`src/rtl/br_pkg.sv`:
```
package br_pkg;
    localparam int INSN_W = 32;
    localparam int OP_IMM   = 18;
    localparam int OP_COND  = 16;
    localparam int OP_EXT   = 19;
    localparam int XO_TOLR  = 16;
    localparam int XO_TOCTR = 528;

    typedef enum logic [2:0] {
        K_NONE,
        K_IMM,
        K_COND,
        K_TOLR,
        K_TOCTR
    } br_kind_e;

    typedef enum logic {
        ST_IDLE,
        ST_RESULT
    } br_state_e;
endpackage

```
`src/rtl/br_decode.sv`:
```
module br_decode
    import br_pkg::*;
#(
    parameter int XLEN = 32
) (
    input  logic [INSN_W-1:0] insn_i,
    output br_kind_e          kind_o,
    output logic [4:0]        bo_o,
    output logic [4:0]        bi_o,
    output logic              aa_o,
    output logic              lk_o,
    output logic [XLEN-1:0]   disp_o
);
    localparam int LI_W = 24;
    localparam int BD_W = 14;

    logic [5:0]  opcode;
    logic [9:0]  xo;
    logic [LI_W-1:0] li;
    logic [BD_W-1:0] bd;

    assign opcode = insn_i[31:26];
    assign xo     = insn_i[10:1];
    assign li     = insn_i[25:2];
    assign bd     = insn_i[15:2];
    assign bo_o   = insn_i[25:21];
    assign bi_o   = insn_i[20:16];
    assign aa_o   = insn_i[1];
    assign lk_o   = insn_i[0];

    always_comb begin
        kind_o = K_NONE;
        if (opcode == 6'(OP_IMM))
            kind_o = K_IMM;
        else if (opcode == 6'(OP_COND))
            kind_o = K_COND;
        else if (opcode == 6'(OP_EXT) && xo == 10'(XO_TOLR))
            kind_o = K_TOLR;
        else if (opcode == 6'(OP_EXT) && xo == 10'(XO_TOCTR))
            kind_o = K_TOCTR;
    end

    always_comb begin
        if (kind_o == K_IMM)
            disp_o = {{(XLEN-LI_W-2){li[LI_W-1]}}, li, 2'b00};
        else
            disp_o = {{(XLEN-BD_W-2){bd[BD_W-1]}}, bd, 2'b00};
    end
endmodule

```
`src/rtl/br_cond.sv`:
```
module br_cond
    import br_pkg::*;
#(
    parameter int XLEN = 32,
    parameter int CR_W = 32
) (
    input  br_kind_e        kind_i,
    input  logic [4:0]      bo_i,
    input  logic [4:0]      bi_i,
    input  logic [XLEN-1:0] ctr_i,
    input  logic [CR_W-1:0] cr_i,
    output logic            pass_o,
    output logic            ctr_we_o,
    output logic [XLEN-1:0] ctr_next_o
);
    logic            uses_ctr;
    logic [XLEN-1:0] ctr_eff;
    logic            ctr_ok;
    logic            cr_ok;
    logic            cr_bit;

    assign uses_ctr   = (kind_i == K_COND) || (kind_i == K_TOLR);
    assign ctr_we_o   = uses_ctr && !bo_i[2];
    assign ctr_next_o = ctr_i - XLEN'(1);
    assign ctr_eff    = ctr_we_o ? ctr_next_o : ctr_i;
    assign cr_bit     = cr_i[CR_W-1-int'(bi_i)];

    always_comb begin
        ctr_ok = bo_i[2] || (kind_i == K_TOCTR) || ((ctr_eff != '0) ^ bo_i[1]);
        cr_ok  = bo_i[4] || (cr_bit == bo_i[3]);
        unique case (kind_i)
            K_IMM:                  pass_o = 1'b1;
            K_COND, K_TOLR, K_TOCTR: pass_o = ctr_ok && cr_ok;
            default:                pass_o = 1'b0;
        endcase
    end
endmodule

```
`src/rtl/br_target.sv`:
```
module br_target
    import br_pkg::*;
#(
    parameter int XLEN = 32
) (
    input  br_kind_e        kind_i,
    input  logic            aa_i,
    input  logic [XLEN-1:0] disp_i,
    input  logic [XLEN-1:0] pc_i,
    input  logic [XLEN-1:0] lr_i,
    input  logic [XLEN-1:0] ctr_i,
    output logic [XLEN-1:0] target_o
);
    localparam logic [XLEN-1:0] WORD_MASK = ~XLEN'(3);

    always_comb begin
        unique case (kind_i)
            K_IMM, K_COND: target_o = aa_i ? disp_i : pc_i + disp_i;
            K_TOLR:        target_o = lr_i & WORD_MASK;
            K_TOCTR:       target_o = ctr_i & WORD_MASK;
            default:       target_o = pc_i + XLEN'(4);
        endcase
    end
endmodule

```
`src/rtl/branch_resolve.sv`:
```
module branch_resolve
    import br_pkg::*;
#(
    parameter int XLEN = 32,
    parameter int CR_W = 32
) (
    input  logic              clk,
    input  logic              rst_n,
    input  logic              in_valid,
    input  logic [INSN_W-1:0] insn,
    input  logic [XLEN-1:0]   pc,
    input  logic [XLEN-1:0]   ctr_in,
    input  logic [XLEN-1:0]   lr_in,
    input  logic [CR_W-1:0]   cr_in,
    output logic              res_valid,
    output logic              taken,
    output logic [XLEN-1:0]   next_pc,
    output logic              ctr_we,
    output logic [XLEN-1:0]   ctr_new,
    output logic              lr_we,
    output logic [XLEN-1:0]   lr_new
);
    localparam logic [XLEN-1:0] STEP = XLEN'(4);

    br_kind_e        dec_kind;
    logic [4:0]      dec_bo;
    logic [4:0]      dec_bi;
    logic            dec_aa;
    logic            dec_lk;
    logic [XLEN-1:0] dec_disp;
    logic            cond_pass;
    logic            cond_ctr_we;
    logic [XLEN-1:0] cond_ctr_next;
    logic [XLEN-1:0] tgt;
    br_state_e       state_q;
    br_state_e       state_d;

    br_decode #(.XLEN(XLEN)) u_decode (
        .insn_i(insn), .kind_o(dec_kind), .bo_o(dec_bo), .bi_o(dec_bi),
        .aa_o(dec_aa), .lk_o(dec_lk), .disp_o(dec_disp)
    );

    br_cond #(.XLEN(XLEN), .CR_W(CR_W)) u_cond (
        .kind_i(dec_kind), .bo_i(dec_bo), .bi_i(dec_bi), .ctr_i(ctr_in),
        .cr_i(cr_in), .pass_o(cond_pass), .ctr_we_o(cond_ctr_we),
        .ctr_next_o(cond_ctr_next)
    );

    br_target #(.XLEN(XLEN)) u_target (
        .kind_i(dec_kind), .aa_i(dec_aa), .disp_i(dec_disp), .pc_i(pc),
        .lr_i(lr_in), .ctr_i(ctr_in), .target_o(tgt)
    );

    // next-state logic: T_ACCEPT, T_NEXT, T_DRAIN
    always_comb begin
        unique case (state_q)
            ST_IDLE:   state_d = in_valid ? ST_RESULT : ST_IDLE;
            ST_RESULT: state_d = in_valid ? ST_RESULT : ST_IDLE;
            default:   state_d = ST_IDLE;
        endcase
    end

    always_ff @(posedge clk) begin
        if (!rst_n)
            state_q <= ST_IDLE;
        else
            state_q <= state_d;
    end

    assign res_valid = (state_q == ST_RESULT);

    // registered result outputs
    always_ff @(posedge clk) begin
        if (!rst_n) begin
            taken   <= 1'b0;
            next_pc <= '0;
            ctr_we  <= 1'b0;
            ctr_new <= '0;
            lr_we   <= 1'b0;
            lr_new  <= '0;
        end else if (in_valid) begin
            taken   <= cond_pass;
            next_pc <= cond_pass ? tgt : pc + STEP;
            ctr_we  <= cond_ctr_we;
            ctr_new <= cond_ctr_next;
            lr_we   <= cond_pass && dec_lk;
            lr_new  <= pc + STEP;
        end else begin
            taken   <= 1'b0;
            ctr_we  <= 1'b0;
            lr_we   <= 1'b0;
        end
    end

    assert_idle_quiet_R2: assert property (@(posedge clk) disable iff (!rst_n)
        !res_valid |-> (!taken && !ctr_we && !lr_we));

    assert_ctr_dec_R3: assert property (@(posedge clk) disable iff (!rst_n)
        ctr_we |-> (ctr_new == $past(ctr_in) - XLEN'(1)));

    assert_ctr_hold_R10: assert property (@(posedge clk) disable iff (!rst_n)
        (in_valid && dec_kind == K_TOCTR) |=> !ctr_we);

    assert_fallthrough_R6: assert property (@(posedge clk) disable iff (!rst_n)
        (res_valid && !taken) |-> (next_pc == $past(pc) + STEP));

    assert_lr_link_R8: assert property (@(posedge clk) disable iff (!rst_n)
        lr_we |-> (taken && lr_new == $past(pc) + STEP));

    assert_reg_align_R9: assert property (@(posedge clk) disable iff (!rst_n)
        (in_valid && (dec_kind == K_TOLR || dec_kind == K_TOCTR)) |=>
        (!taken || next_pc[1:0] == 2'b00));

    assert_other_inert_R11: assert property (@(posedge clk) disable iff (!rst_n)
        (in_valid && dec_kind == K_NONE) |=> (!taken && !ctr_we && !lr_we));
endmodule

```
`config.mk`:
```
export PLATFORM = sky130hd
export DESIGN_NAME = branch_resolve
export DESIGN_NICKNAME = d
export VERILOG_FILES = /design/src/rtl/br_pkg.sv /design/src/rtl/br_decode.sv /design/src/rtl/br_cond.sv /design/src/rtl/br_target.sv /design/src/rtl/branch_resolve.sv
export SDC_FILE = /design/constraint.sdc
export NUM_CORES = 1
export LEC_CHECK = 0
export ABC_AREA = 1
export CAP_MARGIN = 10
export CELL_PAD_IN_SITES_DETAIL_PLACEMENT = 1
export CELL_PAD_IN_SITES_GLOBAL_PLACEMENT = 2
export CORE_AREA = 2 2 193 195
export DETAILED_ROUTE_END_ITERATION = 10
export DIE_AREA = 0 0 195 197
export PLACE_DENSITY_LB_ADDON = 0.1
export SLEW_MARGIN = 20
export SYNTH_ARGS = -nofsm -noshare
export SYNTH_HDL_FRONTEND = slang
export SYNTH_SLANG_ARGS = --single-unit
```
`constraint.sdc`:
```
create_clock -name clk -period 4.2 [get_ports clk]
set_clock_uncertainty 0.1 [all_clocks]
set_input_delay 0.42 -clock clk [delete_from_list [all_inputs] [get_ports clk]]
set_output_delay 0.42 -clock clk [all_outputs]
set_load 0.02 [all_outputs]
```
# ---- After elaboration in Yosys (flattened, before gate mapping)
# Cells that the tools add are included.
dict set report totals {
  reg_bits 100
  latch_bits 0
  ramBits 0
  mem_bits_ro 0
  in_bits 163
  out_inout_bits 100
  elab_cells 51
  n_memories 0
}
dict set report classes {
  addsub 4
  multipliers 0
  div_mod_pow 0
  order_cmp 1
  eq_ne 10
  shift 0
  muxes 14
  bitwise 1
  n_reduce_logical 14
}
# operator count
set op_table {}
lappend op_table {{two-way mux 32 bit} 4}
lappend op_table {{case mux 32 bit (3 select lines)} 1}
lappend op_table {{adder 32 x 3 -> 32 bit, second input constant} 1}
lappend op_table {{adder 32 bit} 1}
lappend op_table {{less-than comparator 32 x 7 -> 1 bit, second input constant} 1}
lappend op_table {{nonzero test 32 bit} 1}
lappend op_table {{subtractor 32 x 1 -> 32 bit, second input constant} 1}
lappend op_table {{equality test 6 x 5 -> 1 bit, second input constant} 3}
lappend op_table {{two-way mux 3 bit} 4}
lappend op_table {{equality test 10 bit, second input constant} 1}
lappend op_table {{equality test 10 x 5 -> 1 bit, second input constant} 1}
lappend op_table {{equality test 3 x 2 -> 1 bit, second input constant} 2}
lappend op_table {{subtractor 5 x 5 -> 6 bit, first input constant} 1}
lappend op_table {{binary-select mux 1 bit (select 5 bit)} 1}
lappend op_table {{logical AND 1 bit} 5}
lappend op_table {{logical OR 1 bit} 4}
lappend op_table {{equality test 3 x 1 -> 1 bit, second input constant} 1}
lappend op_table {{equality test 3 bit, second input constant} 1}
lappend op_table {{two-way mux 1 bit} 3}
lappend op_table {{OR reduction 3 bit} 1}
lappend op_table {{case mux 1 bit (2 select lines)} 1}
lappend op_table {{AND reduction 2 bit} 1}
lappend op_table {{OR reduction 2 bit} 1}
lappend op_table {{equality test 1 bit} 1}
lappend op_table {{other kinds (2)} 2}

# ---- Depth between registers and ports, before layout
# Gate-level depths: netlist of run 1.
dict set report depth {
  word_depth 16
  mapped_depth 27
  mapped_depth_nobuf 27
}

# ---- Modules after synthesis
# A second synthesis of run 1 with hierarchy kept.
dict set report hier_totals {
  cells_unflattened 1969
  hier_area_um2 11143.2
}
# module instances cells_per_inst area_per_inst_um2 seq_area_each_um2
set by_module_without_submodules {}
lappend by_module_without_submodules {branch_resolve 1 670 4683.2 2001.9}
lappend by_module_without_submodules {br_target 1 879 4260.3 0.0}
lappend by_module_without_submodules {br_cond 1 330 1675.4 0.0}
lappend by_module_without_submodules {br_decode 1 90 524.3 0.0}

# ---- Worst setup path after synthesis of run 1
# Ideal clock, no wire load.
dict set report synth_timing {
  path_type {input to register}
  startpoint {input insn[30]}
  endpoint {register next_pc[31]}
  setup_time_ps 132
  arrival_ps 3029
  t_required_ps 3968
  setup_slack_ps 939
  stages 25
  path_buffers 0
  path_cell_list {inv_1 -> nor2_1 -> inv_1 -> nor2_1 -> inv_1 -> nor3_1 -> inv_1 -> nand2_1 -> o21ai_0 -> inv_1 -> ha_1 -> a21oi_1 -> nand2_1 -> a21oi_1 -> o21ai_0 -> a21oi_1 -> nand2_1 -> a21oi_1 -> o21ai_0 -> nand3_1 -> nand2_1 -> nor2_1 -> nand2_1 -> nand3_1 -> a21oi_1}
}
dict set report synth_via {
  elab_chain_cells 16
  word_cells_on_any_way 29
  cone_classes {1 x add/sub; 7 x eq/ne; 10 x mux; 1 x bitwise; 10 x reduce/logical}
}
# element line
set synth_lines {}
lappend synth_lines {{start, declared} branch_resolve.sv:10} ;# input logic [INSN_W-1:0] insn,
lappend synth_lines {{equality test 6 x 5 -> 1 bit} {br_decode.sv:37, br_decode.sv:39}}
lappend synth_lines {{logical AND 1 bit} br_decode.sv:39} ;# else if (opcode == 6'(OP_EXT) && xo == 10'(XO_TOCTR))
lappend synth_lines {{two-way mux 3 bit} br_decode.sv:39}
lappend synth_lines {{two-way mux 3 bit} br_decode.sv:37} ;# else if (opcode == 6'(OP_EXT) && xo == 10'(XO_TOLR))
lappend synth_lines {{two-way mux 3 bit} br_decode.sv:35} ;# else if (opcode == 6'(OP_COND))
lappend synth_lines {{two-way mux 3 bit *} br_decode.sv:33} ;# if (opcode == 6'(OP_IMM))
lappend synth_lines {{branches (longest 9 deep; another with adder 32 bit)} -}
lappend synth_lines {{two-way mux 32 bit *} branch_resolve.sv:83} ;# next_pc <= cond_pass ? tgt : pc + STEP;
lappend synth_lines {{end signal, assigned} branch_resolve.sv:83}
lappend synth_lines {{end, declared} branch_resolve.sv:17} ;# output logic [XLEN-1:0] next_pc,
# Mark *: on every way between the ends.
# A chain may end at the register's enable or synchronous reset.

# ---- Final worst setup path of run 1
dict set report layout_timing {
  startpoint {input insn[30]}
  endpoint {register next_pc[25]}
}
# The elaborated chain is that of the path after synthesis.

==> flow_summary.ini, run 1 <==
[sta]
max-slew-margin-rel_pct = 32.9
rsz0062_at_grt = yes
worstMarginPinSlew_ps = 1010
period_minus_slack_ps = 3900
setup_viol_count_final = 0
maxSlewViolCount = 0
period_share_pct = 92.8
hold_viol = 0
setup_tns_ps = 0
max_freq_mhz = 257

[floorplan]
num_rows = 70
coreArea_um2 = 36300
die_w_um = 195
io_pins = 263
dieArea_um2 = 38400
start_util_pct = 23.8
die_y_um = 197

[cells_and_area]
final_common_cell = nand2_1
final_cell_mix = 319 x nand2_1, 258 x clkdlybuf4s50_1, 212 x inv_1
antennaDiodeCount = 0
num-fill-cells = 4640
drive_above_1_share_pct = 9.08
fin_nets = 1953
multi_input_area_um2 = 5640
area_growth_pct = 46.8
ff_latch_area_um2 = 2000

[clock_tree]
htree_levels = 3
cts_buffers = 9
clk_latency_ps = 350
clk_pin_slew_ps = 70
cts_num_sinks = 100
cts_root_buffer = clkbuf_16
cts_tree = done
ctsLongestPathBuffers = 2

[grt]
grtUsageMet2_pct = 43.7
grtUsageMet3_pct = 2.62
overflow = 0
antenna_found_initial = 0
grt_use_met1_pct = 30.4
grt_pass1_wl_um = 69000
grt_pass1_vias = 11300
top_usage_layer = met2
grt_util_all_layers_pct = 24.0
grt_max_degree = 99

[place]
gp_congestion = 0.942
place_hpwl_um = 39000
port_buffers = 260

[worst_setup_path]
critPathKind = in -> reg
worst_path_most_repeated_cell = inv_1
path_cells = clkdlybuf4s50_1 -> inv_1 -> nor2_1 -> inv_1 -> nor2_1 -> inv_1 -> nor3_4 -> inv_2 -> buf_4 -> o21ai_1 -> inv_1 -> ha_1 -> a21o_1 -> a31oi_1 -> buf_4 -> o21a_1 -> nand3_1 -> nand2_1 -> nand3_1 -> a21oi_1 -> buf_4 -> nand2_1 -> nand3_1 -> a21oi_1
critPathBufInv = 9
cp-start-kind = primary input
cp.arrival_ps = 4000
path_delay_family = buffers and inverters
slowest_stage = clkdlybuf4s50_1
slowest_delay_ps = 450
worstPathRequired_ps = 4300
critPathCaptureType = register
worstPathMaxFanout = 8

[drt]
via_per_inst = 4.81
drc = 0
wl_um = 46500
vias = 10700
route.antenna.remaining_nets = 0
first_pass_iters = 5
drt_iter0_drc = 491
wl_per_cell_um = 20.9

[synthesis]
ys_ff_latch = 100
ys_warn_count = 0
synth_cell_type_count = 44
synth_edf_count = 0
syn-cell-area_um2 = 8640
syn_nets = 1643
async_reset_ff_share_pct = 0
synth-seq-area-share_pct = 23.2
syn_avg_cell_area_um2 = 5.97
synth_flop_cell = dfxtp_1
syn_inst = 1448

[pwr]
p_total_mw = 3.15
ir_drop_v = 0.000206
p_leak_nw = 5.81
power.density_nw_per_um2 = 248

[run_status]
status = complete, no violations

[flow_run]
max-cap-violations = 0

[worst_hold_path]
hold_class = reg -> reg
## kinds of logic after synthesis
group | synth area share, %
xor+xnor | 5.47
flops | 23.2
buf+inv | 12.2
simple gates | 34.9
fa+ha+maj | 4.72
compound gates | 19.5
## synthesized netlist by cell type (6+ instances only)
library cell,number,area [um^2]
o211ai_1,38,285
xnor2_1,13,114
nor3_1,10,50.1
o221ai_1,8,70.1
inv_1,214,803
buf_2,9,45.0
o21bai_1,11,82.6
a221oi_1,6,52.6
nor2_1,168,631
nand3_1,140,701
nand4_1,25,156
nand3b_1,6,45.0
clkbuf_1,43,161
ha_1,31,388
dfxtp_1,100,2000
xor2_1,41,359
a21oi_1,94,470
nand2_1,321,1200
o21ai_0,106,531
a31oi_1,6,37.5
nor2_2,10,62.6
## report_power, final
| group | internal, mW | switching, mW | total (mW) |
|---|---|---|---|
| Sequential | 1.01 | 0.0390 | 1.05 |
| Clock | 0.527 | 0.400 | 0.927 |
| Combinational | 0.509 | 0.660 | 1.17 |
## area by class of cell
class | count | share of cell area (%)
Tap cell | 468 | 4.62
Timing Repair Buffer | 356 | 26.2
Inverter | 215 | 6.36
Multi-Input combinational cell | 1076 | 44.5
Clock inverter | 7 | 0.759
Clock buffer | 9 | 1.78
Sequential cell | 100 | 15.8
## path summary, 6_finish.rpt
check | start | end | slack, ps | cells after the start
min reg2reg | next_pc[4] | next_pc[4] | 370 | 2
min | next_pc[4] | next_pc[4] | 370 | 2
max reg2reg | ctr_new[18] | ctr_new[18] | 3340 | 4
max | insn[30] | next_pc[25] | 300 | 24
## worst reg2reg max path, delay by kind of cell (launching register included)
kind | cells | cell delay [ps]
buffers and inverters | 1 | 80
AO/OA/AOI/OAI | 1 | 100
flip-flops | 1 | 390
AND/OR/NAND/NOR | 2 | 150
## per-layer routing
layer | vias to the layer above | routed length, um
met5 | - | 0
met4 | 0 | 896
met3 | 37 | 1540
met2 | 230 | 23100
met1 | 5095 | 21000
li1 | 5361 | -
## sequential cells by signal, summed over array words and instances, names as in the netlist
name and count:
ctr_new 32, lr_new 32, next_pc 32, ctr_we 1, lr_we 1, res_valid 1
taken 1
## metrics by stage
stage	hold WS, ps	worst slack, ps	area [um^2]	instances	util [%]
after detailed placement	361	-517	12300	2213	33.9
after floorplan	398	939	8640	1448	-
final	367	303	12700	2231	35.0
after global routing	394	-32.6	12700	2231	35.0
after CTS	371	38.8	12600	2229	34.8
after global placement	355	-428	12300	2213	33.9
## timing repair
| action | 4_1_cts | 5_1_grt |
|---|---|---|
| gates resized for setup | 2 | 24 |
| buffers inserted | 0 | 2 |
| pin swaps | 0 | 1 |
| setup endpoints to repair | 1 | 14 |
| hold buffers | 0 | 0 |
| cloned | 0 | 0 |
| hold endpoints to repair | 0 | 0 |
Note: power is estimated with default switching activity, not from simulation.
==> run 2: changes to the inputs <==
--- a/config.mk
+++ b/config.mk
@@ -13,6 +13,7 @@
 export DETAILED_ROUTE_END_ITERATION = 10
 export DIE_AREA = 0 0 195 197
 export PLACE_DENSITY_LB_ADDON = 0.1
+export SETUP_SLACK_MARGIN = 0.15
 export SLEW_MARGIN = 20
 export SYNTH_ARGS = -nofsm -noshare
 export SYNTH_HDL_FRONTEND = slang
==> run 2 against run 1 <==
Effect of this change:
- critical path depth increased by 1
- setup slack improved by 97 ps
- sequential share of layout area is 0.15 points lower
- combinational power about the same
- clock power up 0.4%
- critical path type unchanged
- highest routed layer unchanged
==> flow_summary.ini, run 2 (same netlist as run 1, synthesis figures left out) <==
[run_status]
status = complete, no violations

[sta]
setup_viol_count_final = 0
max_freq_mhz = 263
period_share_pct = 90.5
rsz0062_at_grt = yes
max-slew-margin-rel_pct = 32.9
setup_tns_ps = 0
hold_viol = 0
worstMarginPinSlew_ps = 1000
maxSlewViolCount = 0
hold_ws_ps = 367
period_minus_slack_ps = 3800

[drt]
first_pass_iters = 7
drt_iter0_drc = 562
wl_um = 46700
wl_per_cell_um = 20.9
drc = 0
route.antenna.remaining_nets = 0
vias = 10700
via_per_inst = 4.81

[worst_setup_path]
worstPathRequired_ps = 4310
cp-start-kind = primary input
critPathKind = in -> reg
slowest_stage = clkdlybuf4s50_1
slowest_delay_ps = 450
worstPathMaxFanout = 8
worstReg2RegStart = ctr_new[18]
timing.critical_path.from = insn[30]
critPathCaptureType = register
worst_path_most_repeated_cell = nand2_1
cp.arrival_ps = 3910

[place]
place_area_um2 = 12300
gp_congestion = 0.942
port_buffers = 260
place_hpwl_um = 39000

[cells_and_area]
area_growth_pct = 48.2
top_regs = ctr_new (32), lr_new (32), next_pc (32)
antennaDiodeCount = 0
fin_nets = 1955
num-fill-cells = 4637
drive_above_1_share_pct = 10.4
utilization_pct = 35.3
final_cell_mix = 318 x nand2_1, 258 x clkdlybuf4s50_1, 211 x inv_1
fin_area_um2 = 12800
final_common_cell = nand2_1

[floorplan]
die_y_um = 197
dieArea_um2 = 38400
start_util_pct = 23.8
io_pins = 263
die_w_um = 195
num_rows = 70
coreArea_um2 = 36300

[clock_tree]
htree_levels = 3
clk_pin_slew_ps = 80
cts_buffers = 9
cts_num_sinks = 100
ctsLongestPathBuffers = 2
cts_root_buffer = clkbuf_16
cts_tree = done
clk_latency_ps = 350

[grt]
overflow = 0
grt_util_all_layers_pct = 24.0
grt_pass1_wl_um = 69000
grt_pass1_vias = 11200
antenna_found_initial = 0
grt_max_degree = 99

[pwr]
power.density_nw_per_um2 = 247
p_leak_nw = 5.83
ir_drop_v = 0.000207

[worst_hold_path]
hold_class = reg -> reg
min-delay-start = next_pc[4]

[flow_run]
max-cap-violations = 0
run 2: changes by cell type in the layout (fill, tap and decap cells not counted), sizes merged:
cell,change
buf,+2
run 2: cell type report:
cell class                      instances  area (um^2)  area share (%)
Clock buffer                            9          225            1.76
Multi-Input combinational cell       1076         5740            44.9
Tap cell                              468          586            4.57
Sequential cell                       100         2000            15.6
Clock inverter                          7         96.3           0.752
Timing Repair Buffer                  358         3340            26.1
Inverter                              215          810            6.32
run 2: worst paths after layout:
check / to / slack, ps / cells past startpoint
hold reg to reg: next_pc[4] / 370 / 2
setup / recovery: next_pc[28] / 400 / 25
setup reg to reg: ctr_new[18] / 3340 / 4
hold / removal: next_pc[4] / 370 / 2
run 2: through the flow:
| stage | power [mW] | setup WS, ps | instances |
|---|---|---|---|
| finish | 3.17 | 400 | 2233 |
| global route | 3.34 | 84.0 | 2233 |
| CTS | 3.17 | 191 | 2229 |
| detailed placement | 2.23 | -517 | 2213 |
| global placement | 2.22 | -428 | 2213 |
| floorplan | 1.60 | 939 | 1448 |
run 2: what timing repair did:
| item | in CTS | in global routing |
|---|---|---|
| endpoints found under the setup margin | 9 | 14 |
| pin swaps | 1 | 8 |
| buffers inserted | 0 | 4 |
| gates resized for setup | 6 | 49 |
| hold buffers | 0 | 0 |
run 2: power breakdown:
group	internal (mW)	switching [mW]	total, mW
combinational	0.517	0.669	1.19
sequential	1.01	0.0390	1.05
clock	0.527	0.403	0.931
total	2.05	1.11	3.17
run 2: worst max-delay path: cells and delay by family:
kind | cells | cell delay (ps)
compound gates | 2 | 250
fa+ha+maj | 1 | 340
buf+inv | 9 | 1300
simple gates | 13 | 1570
run 2: per-layer routing:
metal | GRT usage, % | share of wire, % | vias to the layer above
met1 | 30.4 | 45 | 5105
li1 | - | - | 5362
met4 | 5.03 | 1.9 | 0
met3 | 2.62 | 3.5 | 37
met2 | 43.7 | 50 | 237
met5 | 0 | 0 | -
